**src/rtl/fiq_pkg.sv**
```systemverilog
package fiq_pkg;

  // bit 0 selects edge operation, bit 1 selects inverted polarity
  typedef enum logic [1:0] {
    TRIG_HIGH = 2'b00,
    TRIG_RISE = 2'b01,
    TRIG_LOW  = 2'b10,
    TRIG_FALL = 2'b11
  } trig_e;

  localparam int unsigned REG_MODE = 0;
  localparam int unsigned REG_SVEC = 1;
  localparam int unsigned REG_FVEC = 2;
  localparam int unsigned REG_EN   = 3;
  localparam int unsigned REG_DIS  = 4;
  localparam int unsigned REG_MASK = 5;

  localparam int unsigned PRIO_LSB = 4;

  function automatic logic trig_is_edge(trig_e m);
    return m[0];
  endfunction

  function automatic logic edge_seen(trig_e m, logic cur, logic prv);
    logic rise;
    logic fall;
    rise = cur & ~prv;
    fall = ~cur & prv;
    return m[1] ? fall : rise;
  endfunction

  function automatic logic level_on(trig_e m, logic cur);
    return m[1] ? ~cur : cur;
  endfunction

endpackage

```
**src/rtl/fiq_sync.sv**
```systemverilog
module fiq_sync #(
  parameter int unsigned STAGES = 2
) (
  input  logic clk,
  input  logic rst_n,
  input  logic d,
  output logic q
);

  logic [STAGES-1:0] chain;

  always_ff @(posedge clk or negedge rst_n) begin
    if (!rst_n) chain <= '0;
    else        chain <= {chain[STAGES-2:0], d};
  end

  assign q = chain[STAGES-1];

endmodule

```
**src/rtl/fiq_detect.sv**
```systemverilog
module fiq_detect
  import fiq_pkg::*;
(
  input  logic  clk,
  input  logic  rst_n,
  input  trig_e trig,
  input  logic  lvl,
  input  logic  clr,
  output logic  edge_hit,
  output logic  latch_q,
  output logic  pending
);

  logic prev_q;

  assign edge_hit = trig_is_edge(trig) & edge_seen(trig, lvl, prev_q);

  always_ff @(posedge clk or negedge rst_n) begin
    if (!rst_n) begin
      prev_q  <= 1'b0;
      latch_q <= 1'b0;
    end else begin
      prev_q <= lvl;
      if (!trig_is_edge(trig)) latch_q <= 1'b0;
      else if (edge_hit)       latch_q <= 1'b1;
      else if (clr)            latch_q <= 1'b0;
    end
  end

  assign pending = trig_is_edge(trig) ? latch_q : level_on(trig, lvl);

endmodule

```
**src/rtl/fiq_regs.sv**
```systemverilog
module fiq_regs
  import fiq_pkg::*;
#(
  parameter int unsigned ADDR_W = 3,
  parameter int unsigned DATA_W = 32,
  parameter int unsigned PRIO_W = 3
) (
  input  logic              clk,
  input  logic              rst_n,
  input  logic              wr,
  input  logic              rd,
  input  logic [ADDR_W-1:0] addr,
  input  logic [DATA_W-1:0] wdata,
  output logic [DATA_W-1:0] rdata,
  output trig_e             trig,
  output logic [DATA_W-1:0] vec_q,
  output logic              enabled,
  output logic              vec_rd
);

  localparam int unsigned PRIO_MSB = PRIO_LSB + PRIO_W - 1;

  logic [PRIO_W-1:0] prio_q;

  function automatic logic hit(logic [ADDR_W-1:0] a, int unsigned r);
    return a == ADDR_W'(r);
  endfunction

  assign vec_rd = rd & hit(addr, REG_FVEC);

  always_ff @(posedge clk or negedge rst_n) begin
    if (!rst_n) begin
      trig    <= TRIG_HIGH;
      prio_q  <= '0;
      vec_q   <= '0;
      enabled <= 1'b0;
    end else if (wr) begin
      if (hit(addr, REG_MODE)) begin
        trig   <= trig_e'(wdata[1:0]);
        prio_q <= wdata[PRIO_MSB:PRIO_LSB];
      end
      if (hit(addr, REG_SVEC)) vec_q <= wdata;
      if (hit(addr, REG_EN) && wdata[0])  enabled <= 1'b1;
      if (hit(addr, REG_DIS) && wdata[0]) enabled <= 1'b0;
    end
  end

  always_comb begin
    rdata = '0;
    if (rd) begin
      if (hit(addr, REG_MODE)) begin
        rdata[1:0]               = trig;
        rdata[PRIO_MSB:PRIO_LSB] = prio_q;
      end
      if (hit(addr, REG_SVEC) || hit(addr, REG_FVEC)) rdata = vec_q;
      if (hit(addr, REG_MASK)) rdata[0] = enabled;
    end
  end

endmodule

```
**src/rtl/fiq_src_ctrl.sv**
```systemverilog
module fiq_src_ctrl
  import fiq_pkg::*;
#(
  parameter int unsigned ADDR_W      = 3,
  parameter int unsigned DATA_W      = 32,
  parameter int unsigned PRIO_W      = 3,
  parameter int unsigned SYNC_STAGES = 2
) (
  input  logic              clk,
  input  logic              rst_n,
  input  logic              fiq_in,
  input  logic              bus_wr,
  input  logic              bus_rd,
  input  logic [ADDR_W-1:0] bus_addr,
  input  logic [DATA_W-1:0] bus_wdata,
  output logic [DATA_W-1:0] bus_rdata,
  output logic              fiq_req_n
);

  trig_e             trig;
  logic [DATA_W-1:0] vec_q;
  logic              enabled;
  logic              vec_rd;
  logic              sync_lvl;
  logic              edge_hit;
  logic              latch_q;
  logic              pending;

  fiq_sync #(.STAGES(SYNC_STAGES)) u_sync (
    .clk   (clk),
    .rst_n (rst_n),
    .d     (fiq_in),
    .q     (sync_lvl)
  );

  fiq_detect u_detect (
    .clk      (clk),
    .rst_n    (rst_n),
    .trig     (trig),
    .lvl      (sync_lvl),
    .clr      (vec_rd),
    .edge_hit (edge_hit),
    .latch_q  (latch_q),
    .pending  (pending)
  );

  fiq_regs #(.ADDR_W(ADDR_W), .DATA_W(DATA_W), .PRIO_W(PRIO_W)) u_regs (
    .clk     (clk),
    .rst_n   (rst_n),
    .wr      (bus_wr),
    .rd      (bus_rd),
    .addr    (bus_addr),
    .wdata   (bus_wdata),
    .rdata   (bus_rdata),
    .trig    (trig),
    .vec_q   (vec_q),
    .enabled (enabled),
    .vec_rd  (vec_rd)
  );

  assign fiq_req_n = ~(pending & enabled);

endmodule

```
**config.mk**
```make
export PLATFORM = sky130hd
export DESIGN_NAME = fiq_src_ctrl
export DESIGN_NICKNAME = d
export VERILOG_FILES = /design/src/rtl/fiq_pkg.sv /design/src/rtl/fiq_sync.sv /design/src/rtl/fiq_detect.sv /design/src/rtl/fiq_regs.sv /design/src/rtl/fiq_src_ctrl.sv
export SDC_FILE = /design/constraint.sdc
export NUM_CORES = 1
export LEC_CHECK = 0
export BUFFER_PORTS_ARGS = -buffer_cell sky130_fd_sc_hd__buf_4
export CORE_ASPECT_RATIO = 0.6
export CORE_MARGIN = 5
export CORE_UTILIZATION = 35
export DETAILED_ROUTE_END_ITERATION = 8
export GPL_TIMING_DRIVEN = 0
export SYNTH_ARGS = -nofsm -noshare
export SYNTH_HDL_FRONTEND = slang
export SYNTH_SLANG_ARGS = --single-unit
```
**constraint.sdc**
```tcl
create_clock -name clk -period 1.4 [get_ports clk]
set_input_delay 0.28 -clock clk [delete_from_list [all_inputs] [get_ports clk]]
set_output_delay 0.28 -clock clk [all_outputs]
set_load 0.02 [all_outputs]
```
==> results of run 1 <==
[per-stage QoR]
step / std cells / total power, W / setup slack (ps)
final: 327 / 0.00335 / -141
after CTS: 326 / 0.00338 / -159
after floorplan: 153 / 0.00211 / 44.2
after detailed placement: 305 / 0.00240 / -373
after global placement: 305 / 0.00238 / -393
after global routing: 327 / 0.00356 / -223
[power groups by stage]
stage	Clock (W)	Sequential, W	Combinational (W)
final	0.000819	0.00160	0.000931
after global placement	0	0.00162	0.000764
after floorplan	0	0.00158	0.000539
after detailed placement	0	0.00162	0.000779
after CTS	0.000858	0.00160	0.000923
after global routing	0.000915	0.00164	0.00100
[metal layers]
layer / part of all wire [%] / track usage (%)
met1: 50 / 19.1
met2: 41 / 18.8
met3: 8.2 / 4.70
met4: 1.0 / 4.10
met5: 0 / 0
[layout by cell type (no fill, tap or decap)]
| cell type | count |
|---|---|
| nor4b_2 | 1 |
| a41oi_1 | 1 |
| a21oi_2 | 1 |
| nand4b_1 | 1 |
| a2bb2oi_1 | 4 |
| buf_12 | 1 |
| clkbuf_16 | 1 |
| xnor2_1 | 1 |
| dfrtp_1 | 42 |
| nand2_1 | 3 |
| a21o_1 | 1 |
| nand2b_4 | 4 |
| mux2_2 | 7 |
| a31oi_1 | 2 |
| buf_4 | 51 |
| clkinv_2 | 1 |
| inv_1 | 1 |
| buf_6 | 32 |
| buf_2 | 1 |
| buf_8 | 6 |
| nand2b_1 | 1 |
| o31ai_1 | 1 |
| clkbuf_8 | 6 |
| nor2_4 | 1 |
| nor2_1 | 6 |
| o21ai_1 | 1 |
| o22ai_1 | 1 |
| mux2i_1 | 4 |
| mux2_4 | 30 |
| nor2b_2 | 1 |
| nor3_4 | 1 |
| dlygate4sd3_1 | 1 |
| o21bai_1 | 1 |
| clkinvlp_4 | 1 |
| and2_4 | 27 |
| a21oi_1 | 1 |
| a21oi_4 | 1 |
[repair_timing]
action / 4_1_cts / 5_1_grt
setup buffers: 11 / 0
pin swaps: 19 / 12
gates resized for setup: 62 / 13
hold endpoints to repair: 42 / 0
setup endpoints to repair: 33 / 33
hold buffers: 1 / 0
cloned: 1 / 1
[kinds of logic (layout without fill, tap and decap cells)]
logic type / Yosys count / count (layout) / synth area share (%)
xor+xnor: 1 / 1 / 0.416
buf+inv: 8 / 102 / 2.97
compound gates: 15 / 15 / 5.52
flops: 42 / 42 / 49.9
simple gates: 46 / 46 / 14.2
mux: 41 / 41 / 27.0
[worst min path at each step]
| stage | to | slack (ps) | cells after the start |
|---|---|---|---|
| floorplan | u_detect.latch_q$_DFFE_PN0P_ | -20 | 0 |
| global route | u_sync.chain[0]$_DFF_PN0_ | 70 | 1 |
| finish | u_sync.chain[0]$_DFF_PN0_ | 90 | 1 |
| global placement | u_regs.prio_q[0]$_DFFE_PN0P_ | 300 | 1 |
| detailed placement | u_regs.prio_q[0]$_DFFE_PN0P_ | 310 | 1 |
| CTS | u_sync.chain[0]$_DFF_PN0_ | 80 | 1 |
[state kept, by name, indices dropped and copies added (netlist names)]
signal            count
u_regs.vec_q         32
u_regs.prio_q         3
u_regs.trig           2
u_sync.chain          2
u_detect.latch_q      1
u_detect.prev_q       1
u_regs.enabled        1
[layout make-up]
class / instances / area (sq um) / share of cell area [%]
Clock buffer: 6 / 82.6 / 2.55
Timing Repair Buffer: 86 / 817 / 25.3
Inverter: 1 / 3.75 / 0.116
Buffer: 7 / 76.3 / 2.36
Multi-Input combinational cell: 103 / 1090 / 33.7
Tap cell: 80 / 100 / 3.10
Sequential cell: 42 / 1050 / 32.5
Clock inverter: 2 / 12.5 / 0.387
[critical path: stages (launching register included)]
cell	delay, ps
dfrtp_1	390
nor4b_2	160
a31oi_1	190
a21oi_2	70
buf_4	160
==> impl_metrics.py, run 1 <==
metrics = {
    "status": {
        "status": "finished with violations",
        "violations": "negative setup slack",
    },
    "sta": {
        "slew_violations": 0,
        "finClkSkew_ps": 1.00,
        "hold_ws_ps": 90.8,
        "fmax_ghz": 0.649,
        "fin_crit_sh_pct": 110,
        "finalSetupViolCount": 32,
        "rsz0062_at_grt": "true",
        "min_period_ps": 1540,
        "worst_pin_slew_ps": 535,
        "fin_setup_tns_ps": -2450,
        "max-slew-margin-rel_pct": 64.3,
        "setup_slack_ps": -141,
        "finalHoldViolations": 0,
    },
    "logic_synthesis": {
        "synth_nets": 193,
        "async_flop_share_pct": 100,
        "synth_cell_type_count": 29,
        "ys_ff_latch": 42,
        "syn_area_per_cell_sq_um": 13.8,
        "ys_top_cells_by_area": "dfrtp_1 50%, mux2_4 21%, and2_1 8.0%",
        "synth_most_common_cell": "dfrtp_1",
        "synthTopCellsByCount": "42 x dfrtp_1, 30 x mux2_4, 27 x and2_1, 7 x mux2_2, 6 x nor2_1",
        "yosysSeqAreaShare_pct": 49.9,
        "synth_edf_count": 0,
        "synthFlopType": "dfrtp_1",
        "netlist_instances": 153,
        "synth_top_area_cell": "dfrtp_1",
        "synth_top_area_share_pct": 49.9,
        "netlist_area_sq_um": 2110,
        "synth_warnings": 0,
    },
    "setup_path": {
        "reg2reg_slack_ps": 370,
        "arrival_ps": 1260,
        "critical_path_class": "reg2out",
        "critPathLaunch": "u_regs.trig[0]$_DFFE_PN0P_",
        "reg2regPathDepth": 4,
        "worst_r2r_endpoint": "u_detect.latch_q$_DFFE_PN0P_",
        "worstSetupEndpoint": "bus_rdata[0]",
        "reg2reg_from": "u_regs.trig[1]$_DFFE_PN0P_",
        "worstPathRequired_ps": 1120,
        "worstSetupEndpointType": "output pin",
        "worstSetupStartpointType": "register",
        "crit_fanout": 2,
    },
    "pwr": {
        "leakage_nw": 1.55,
        "internal_power_w": 0.00248,
        "p_per_area_nw_per_um2": 1040,
        "pwr-share-seq_pct": 47.8,
        "p_switching_w": 0.000878,
        "combPwrFrac_pct": 27.8,
        "switching_share_pct": 26.2,
        "peakVddDrop_mv": 0.454,
        "power_frac_clock_pct": 24.4,
    },
    "clock_network": {
        "cts_made_buffers": 5,
        "clkLatencyLatePin_ps": 290,
        "cts.sinks": 42,
        "cts.path.max_buffers": 2,
        "cts_tree": "yes",
        "cts.htree.levels": 2,
        "path_clk_slew_ps": 80,
        "cts-root-buf": "clkbuf_8",
    },
    "floorplanning": {
        "io-pin-count": 73,
        "die_area_sq_um": 7730,
        "core_area_sq_um": 5700,
        "die_h_um": 70.1,
        "initial_core_util_pct": 37.0,
        "row_count": 21,
        "die_w_um": 110,
    },
    "detailed_routing": {
        "vias": 1483,
        "detail_route.vias_per_cell": 4.54,
        "drt-initial-drc-count": 37,
        "dr.pass1.iters": 4,
        "antenna_left": 0,
        "wl_per_cell_um": 15.2,
        "drt_wl_total_um": 4970,
        "post-route-drc-count": 0,
    },
    "flow_run": {
        "cap_violations": 0,
    },
    "min_path": {
        "hp-class": "in2reg",
        "hp-start": "fiq_in",
    },
    "layout": {
        "fin_area_sq_um": 3230,
        "final_util_pct": 56.7,
        "layout.nets": 286,
        "n_fill_cell": 497,
        "syn_to_final_growth_pct": 53.4,
        "diodes": 0,
        "drive_gt1_share_pct": 70.4,
    },
    "grt": {
        "grt-ovfl-total": 0,
        "first_global_vias": 1634,
        "grt_antenna_before_repair": 0,
        "grtUsageTotal_pct": 13.4,
        "grt_pass1_wl_um": 8050,
        "grt_max_degree": 43,
    },
    "placement": {
        "place_congestion": 0.718,
        "hpwl_um": 3460,
        "io_buffer_count": 72,
        "placed_area_sq_um": 2750,
    },
}
(Power assumes the default switching activity.)
==> inputs of run 2 (changes only) <==
ABC_AREA = 1   (was unset)
==> run 2 against run 1 <==
  * Via count is 22% higher
  * Hold slack worse by 5.5 ps
  * The flow still finishes with violations (negative setup slack)
  * Non-clock buffer count up 5
  * Clock-buffer cell count is the same
  * Worst setup slack improved by 29 ps
  * Combinational power up 4.2%
  * Cell area fell by 0.12%
  * Critical endpoint is now bus_rdata[5]
  * Critical path depth rose by 3
  * Area after synthesis down 10%
  * Routed wire length increased by 15%
  * Clock power is 19% higher
==> impl_metrics.py, run 2 <==
metrics = {
    "setup_path": {
        "reg2reg_from": "u_regs.trig[1]$_DFFE_PN0P_",
        "cp_cell_sequence": "buf_8 -> nor2_4 -> inv_4 -> nand4_4 -> clkbuf_16 -> o21ai_2 -> buf_6",
        "crit_family": "buffers and inverters",
        "crit_path_top_delay_cell": "clkbuf_16",
        "critPathLaunch": "bus_addr[1]",
        "arrival_ps": 1230,
        "max_stage_delay_ps": 270,
        "crit_fanout": 7,
        "reg2regPathDepth": 9,
        "cp.depth": 7,
        "worstPathRequired_ps": 1120,
        "worstSetupStartpointType": "primary input",
        "critical_path_class": "in2out",
        "path_buf_inv": 4,
        "worstSetupEndpointType": "output pin",
        "worst_r2r_endpoint": "u_detect.latch_q$_DFFE_PN0P_",
        "reg2reg_slack_ps": -60,
        "worstSetupEndpoint": "bus_rdata[5]",
    },
    "logic_synthesis": {
        "synth_top_area_cell": "dfrtp_1",
        "synth_edf_count": 0,
        "synth_top_area_share_pct": 55.4,
        "synth_compound_area_share_pct": 13.0,
        "synthTopCellsByCount": "59 x nor2_1, 43 x inv_1, 42 x dfrtp_1, 30 x a21oi_1, 21 x nand2_1",
        "synth_top_family_by_area": "simple AND/OR/NAND/NOR gates",
        "syn_area_per_cell_sq_um": 8.04,
        "ys_ff_latch": 42,
        "synthSimpleGateAreaFrac_pct": 20.0,
        "synth-adder-area-share_pct": 0,
        "netlist_area_sq_um": 1900,
        "async_flop_share_pct": 100,
        "ys_top_cells_by_area": "dfrtp_1 55%, nor2_1 12%, inv_1 8.5%",
        "synth_warnings": 0,
        "synthMuxAreaShare_pct": 0,
        "synth_nets": 276,
        "synth_xor_area_share_pct": 0,
        "synth_cell_type_count": 17,
        "yosysSeqAreaShare_pct": 55.4,
        "netlist_instances": 236,
        "synthFlopType": "dfrtp_1",
        "synth_most_common_cell": "nor2_1",
    },
    "layout": {
        "final_util_pct": 62.6,
        "top_register": "u_regs.vec_q",
        "layout.nets": 372,
        "n_fill_cell": 444,
        "drive_gt1_share_pct": 45.2,
        "layout_commonest_cell": "buf_4",
        "syn_to_final_growth_pct": 70.1,
        "instances_no_fill": 398,
        "fin_area_sq_um": 3230,
        "diodes": 0,
        "reg.largest.list": "u_regs.vec_q: 32 flops, u_regs.prio_q: 3 flops",
        "final_cell_mix": "53 x buf_4, 41 x dfrtp_1, 40 x inv_1",
        "largest_reg_flops": 32,
    },
    "grt": {
        "grt-ovfl-total": 0,
        "first_global_vias": 1801,
        "grt_antenna_before_repair": 0,
        "grt_max_degree": 43,
        "grt_pass1_wl_um": 8620,
        "grtUsageTotal_pct": 15.7,
    },
    "pwr": {
        "peakVddDrop_mv": 0.516,
        "internal_power_w": 0.00243,
        "p_per_area_nw_per_um2": 1070,
        "power_frac_clock_pct": 28.3,
        "combPwrFrac_pct": 28.1,
        "pwr-share-seq_pct": 43.7,
        "switching_share_pct": 29.7,
        "p_switching_w": 0.00103,
        "leakage_nw": 1.63,
        "totalPowerFinal_w": 0.00346,
    },
    "sta": {
        "finalSetupViolCount": 34,
        "fmax_ghz": 0.661,
        "fin_crit_sh_pct": 108,
        "finalHoldViolations": 0,
        "min_period_ps": 1510,
        "slew_violations": 0,
        "setup_slack_ps": -112,
        "rsz0062_at_grt": "true",
        "worst_pin_slew_ps": 541,
        "max-slew-margin-rel_pct": 64.0,
        "finClkSkew_ps": 2.11,
    },
    "clock_network": {
        "path_clk_slew_ps": 80,
        "cts.sinks": 42,
        "cts.path.max_buffers": 2,
        "cts_tree": "yes",
        "cts-root-buf": "clkbuf_8",
        "cts_made_buffers": 5,
        "clkLatencyLatePin_ps": 290,
        "cts.htree.levels": 2,
    },
    "detailed_routing": {
        "drt-initial-drc-count": 51,
        "antenna_left": 0,
        "vias": 1806,
        "wl_per_cell_um": 14.3,
        "detail_route.vias_per_cell": 4.54,
        "drt_wl_total_um": 5710,
        "dr.pass1.iters": 4,
        "post-route-drc-count": 0,
    },
    "floorplanning": {
        "io-pin-count": 73,
        "die_w_um": 105,
        "initial_core_util_pct": 36.8,
        "row_count": 20,
        "core_area_sq_um": 5150,
        "die_h_um": 67.0,
        "die_area_sq_um": 7040,
    },
    "placement": {
        "hpwl_um": 3710,
        "io_buffer_count": 72,
        "placed_cells": 374,
        "pre_cts_ws_ps": -167,
        "placed_area_sq_um": 2520,
        "place_congestion": 0.798,
    },
    "min_path": {
        "hp-start": "fiq_in",
        "min_path_cells": 1,
        "hp-class": "in2reg",
    },
    "status": {
        "status": "finished with violations",
        "violations": "negative setup slack",
    },
    "flow_run": {
        "cap_violations": 0,
    },
}
run 2: power groups by stage:
stage	logic (W)	registers (W)	clock network, W
2_1_floorplan	0.000390	0.00151	0
3_3_place_gp	0.000651	0.00152	0
3_5_place_dp	0.000664	0.00153	0
4_1_cts	0.000782	0.00150	0.000994
5_1_grt	0.00107	0.00153	0.00105
6_report	0.000970	0.00151	0.000977
run 2: cell families after synthesis:
| logic type | Yosys count |
|---|---|
| buffers and inverters | 54 |
| AOI/OAI and AO/OA | 47 |
| DFF | 42 |
| and+or+nand+nor | 93 |
run 2: final cells by class:
class	count	area (sq um)	share of cell area, %
Multi-Input combinational cell	140	882	27.3
Inverter	45	174	5.39
Clock inverter	1	30.0	0.930
Sequential cell	42	1050	32.6
Buffer	9	75.1	2.32
Timing Repair Buffer	89	851	26.3
Tap cell	66	82.6	2.56
Clock buffer	6	82.6	2.56
run 2: per-layer routing:
layer / GRT usage, % / up-vias / wire [um]
met5: 0 / - / 0
met4: 4.78 / 0 / 59
met3: 6.49 / 8 / 517
met2: 21.6 / 63 / 2360
met1: 22.2 / 824 / 2770
li1: - / 911 / -
run 2: timing repair:
item,in CTS,in global routing
hold buffers,1,0
buffers inserted,12,1
pin swaps,3,3
gates cloned,1,2
endpoints found under the hold margin,42,0
gates resized for setup,28,88
setup endpoints to repair,33,34
run 2: how the worst min path moves through the flow:
stage	end	slack, ps
after floorplan	u_detect.latch_q$_DFFE_PN0P_	-20
after global placement	u_regs.vec_q[2]$_DFFE_PN0P_	300
after detailed placement	u_regs.vec_q[2]$_DFFE_PN0P_	300
after CTS	u_sync.chain[0]$_DFF_PN0_	80
after global routing	u_sync.chain[0]$_DFF_PN0_	80
final	u_sync.chain[0]$_DFF_PN0_	90
run 2: metrics by stage:
stage	setup TNS (ps)	hold WS, ps
3_5_place_dp	-2590	304
5_1_grt	-3760	75.3
2_1_floorplan	0	-15.6
6_report	-1870	85.3
3_3_place_gp	-2860	301
4_1_cts	-240	78.2
==> inputs of run 3 (changes only) <==
clock period = 1.6 ns   (was 1.4 ns; I/O delays follow)
==> run 3 against run 2 <==
  * The run ends with negative hold slack left
  * First-iteration DRC count is 20% higher
  * Clock-buffer cell count stayed put
  * Via count down 7.1%
  * Critical path type unchanged
  * Critical endpoint is now bus_rdata[4]
  * Clock skew is 1.8 ps higher
  * Cell count shrank 3.5%
  * Flip-flop and latch count unchanged
  * Sequential share of layout area increased by 6.4 points
  * Clock power decreased by 13%
  * Cell area is 17% lower
  * Power down 20%
  * Largest cell class unchanged
  * Combinational power fell by 38%
  * Utilization down 10 points
==> impl_metrics.py, run 3 (synthesis gave the netlist of run 2 again) <==
metrics = {
    "clock_network": {
        "path_clk_slew_ps": 80,
        "cts-root-buf": "clkbuf_8",
        "cts.htree.levels": 2,
        "cts_made_buffers": 5,
        "clkLatencyLatePin_ps": 290,
        "cts.sinks": 42,
        "cts.path.max_buffers": 2,
        "cts_tree": "yes",
    },
    "detailed_routing": {
        "detail_route.vias_per_cell": 4.37,
        "vias": 1677,
        "wl_per_cell_um": 12.8,
        "drt-initial-drc-count": 61,
        "routed.top_layer": "met4",
        "drt-met1-wl_um": 2530,
        "wl_met2_um": 1850,
        "dr_wl_met3_um": 494,
        "dr.pass1.iters": 5,
        "drt_wl_total_um": 4920,
        "post-route-drc-count": 0,
        "antenna_left": 0,
    },
    "floorplanning": {
        "die_h_um": 67.0,
        "core_area_sq_um": 5150,
        "row_count": 20,
        "io-pin-count": 73,
        "initial_core_util_pct": 36.8,
        "die_w_um": 105,
        "die_area_sq_um": 7040,
    },
    "pwr": {
        "p_per_area_nw_per_um2": 1030,
        "peakVddDrop_mv": 0.445,
        "leakage_nw": 1.49,
        "totalPowerFinal_w": 0.00277,
    },
    "placement": {
        "placed_area_sq_um": 2520,
        "place_congestion": 0.798,
        "io_buffer_count": 72,
        "placed_cells": 374,
        "hpwl_um": 3710,
    },
    "layout": {
        "n_fill_cell": 505,
        "reg.largest.list": "u_regs.vec_q: 32 flops, u_regs.prio_q: 3 flops",
        "syn_to_final_growth_pct": 42.1,
        "final_cell_mix": "75 x buf_4, 58 x nor2_1, 42 x inv_1, 42 x dfrtp_1, 29 x a21oi_1",
        "final_util_pct": 52.3,
        "top_register": "u_regs.vec_q",
        "fin_area_sq_um": 2700,
        "drive_gt1_share_pct": 32.4,
        "instances_no_fill": 384,
        "layout_commonest_cell": "buf_4",
        "diodes": 0,
        "largest_reg_flops": 32,
        "layout.nets": 358,
    },
    "setup_path": {
        "cp_common_cell": "buf_4",
        "max_stage_delay_ps": 180,
        "worstSetupEndpointType": "output pin",
        "reg2reg_slack_ps": 710,
        "critical_path_class": "in2out",
        "worstPathRequired_ps": 1280,
        "worstSetupStartpointType": "primary input",
        "reg2reg_from": "u_sync.chain[1]$_DFF_PN0_",
        "cp_cell_sequence": "buf_4 -> nor2_4 -> inv_2 -> nand4_4 -> buf_6 -> o21ai_2 -> buf_4",
        "crit_fanout": 10,
        "arrival_ps": 1200,
        "crit_path_top_delay_cell": "buf_6",
        "worst_r2r_endpoint": "u_detect.latch_q$_DFFE_PN0P_",
        "crit_family": "buffers and inverters",
        "critPathLaunch": "bus_addr[1]",
        "path_buf_inv": 4,
        "reg2regPathDepth": 3,
    },
    "grt": {
        "grtUsageTotal_pct": 14.9,
        "grt-ovfl-total": 0,
        "grt_pass1_wl_um": 8190,
        "first_global_vias": 1714,
        "grt_max_degree": 43,
        "grt_antenna_before_repair": 0,
    },
    "flow_run": {
        "cap_violations": 0,
    },
    "sta": {
        "fin_setup_tns_ps": 0,
        "finalSetupViolCount": 0,
        "min_period_ps": 1520,
        "max-slew-margin-rel_pct": 65.1,
        "fin_crit_sh_pct": 95.2,
        "worst_pin_slew_ps": 523,
        "rsz0062_at_grt": "true",
        "fmax_ghz": 0.656,
        "hold_ws_ps": -5.12,
        "slew_violations": 0,
        "finalHoldViolations": 4,
        "finClkSkew_ps": 3.87,
    },
    "min_path": {
        "hp-class": "in2async",
    },
    "status": {
        "violations": "negative hold slack",
        "status": "finished with violations",
    },
}
==> run 3: cell count changes in the layout (fill, tap and decap cells not counted), sizes merged <==
cell         change
buf             -10
clkbuf           -3
clkinvlp         +1
dlygate4sd3      -1
inv              -1
==> run 3: final cells by class <==
cell class | instances | area, sq um | area share [%]
inverters | 45 | 173 | 6.40
multi-input cells | 140 | 651 | 24.1
clock buffers | 6 | 82.6 | 3.06
flip-flops and latches | 42 | 1050 | 39.0
plain buffers | 9 | 63.8 | 2.37
repair buffers | 75 | 563 | 20.9
clock inverters | 1 | 30.0 | 1.11
well taps | 66 | 82.6 | 3.06
==> run 3: per-layer routing <==
layer	up-vias	track usage, %
li1	882	-
met1	726	21.5
met2	62	19.7
met3	7	6.39
met4	0	4.31
met5	-	0
==> run 3: power by group <==
part / switching, W / leakage (nW) / internal, W
Sequential: 0.0000696 / 0.473 / 0.00125
Clock: 0.000352 / 0.0573 / 0.000499
Combinational: 0.000339 / 0.963 / 0.000264
==> run 3: worst max-delay path by stage <==
stage / depth (start not counted) / endpoint
after global placement: 7 / bus_rdata[4]
after floorplan: 3 / bus_rdata[1]
after CTS: 7 / bus_rdata[4]
final: 7 / bus_rdata[4]
after global routing: 5 / fiq_req_n
after detailed placement: 7 / bus_rdata[4]
==> run 3: through the flow <==
stage / setup WS, ps / hold WS [ps]
after global placement: -60.8 / 332
after floorplan: 230 / 24.4
final: 76.5 / -5.12
after global routing: -9.52 / 52.2
after detailed placement: -47.3 / 336
after CTS: 1.28 / 19.4
==> run 3: worst register-to-register path, delay by kind of cell, from the launching register on <==
kind / cells / cell delay, ps
compound gates: 2 / 230
buf+inv: 1 / 140
flops: 1 / 410
==> run 3: timing repair <==
action / 4_1_cts / 5_1_grt
hold buffers: 0 / 0
gates resized for setup: 1 / 9
setup endpoints to repair: 4 / 32
buffers inserted: 0 / 3
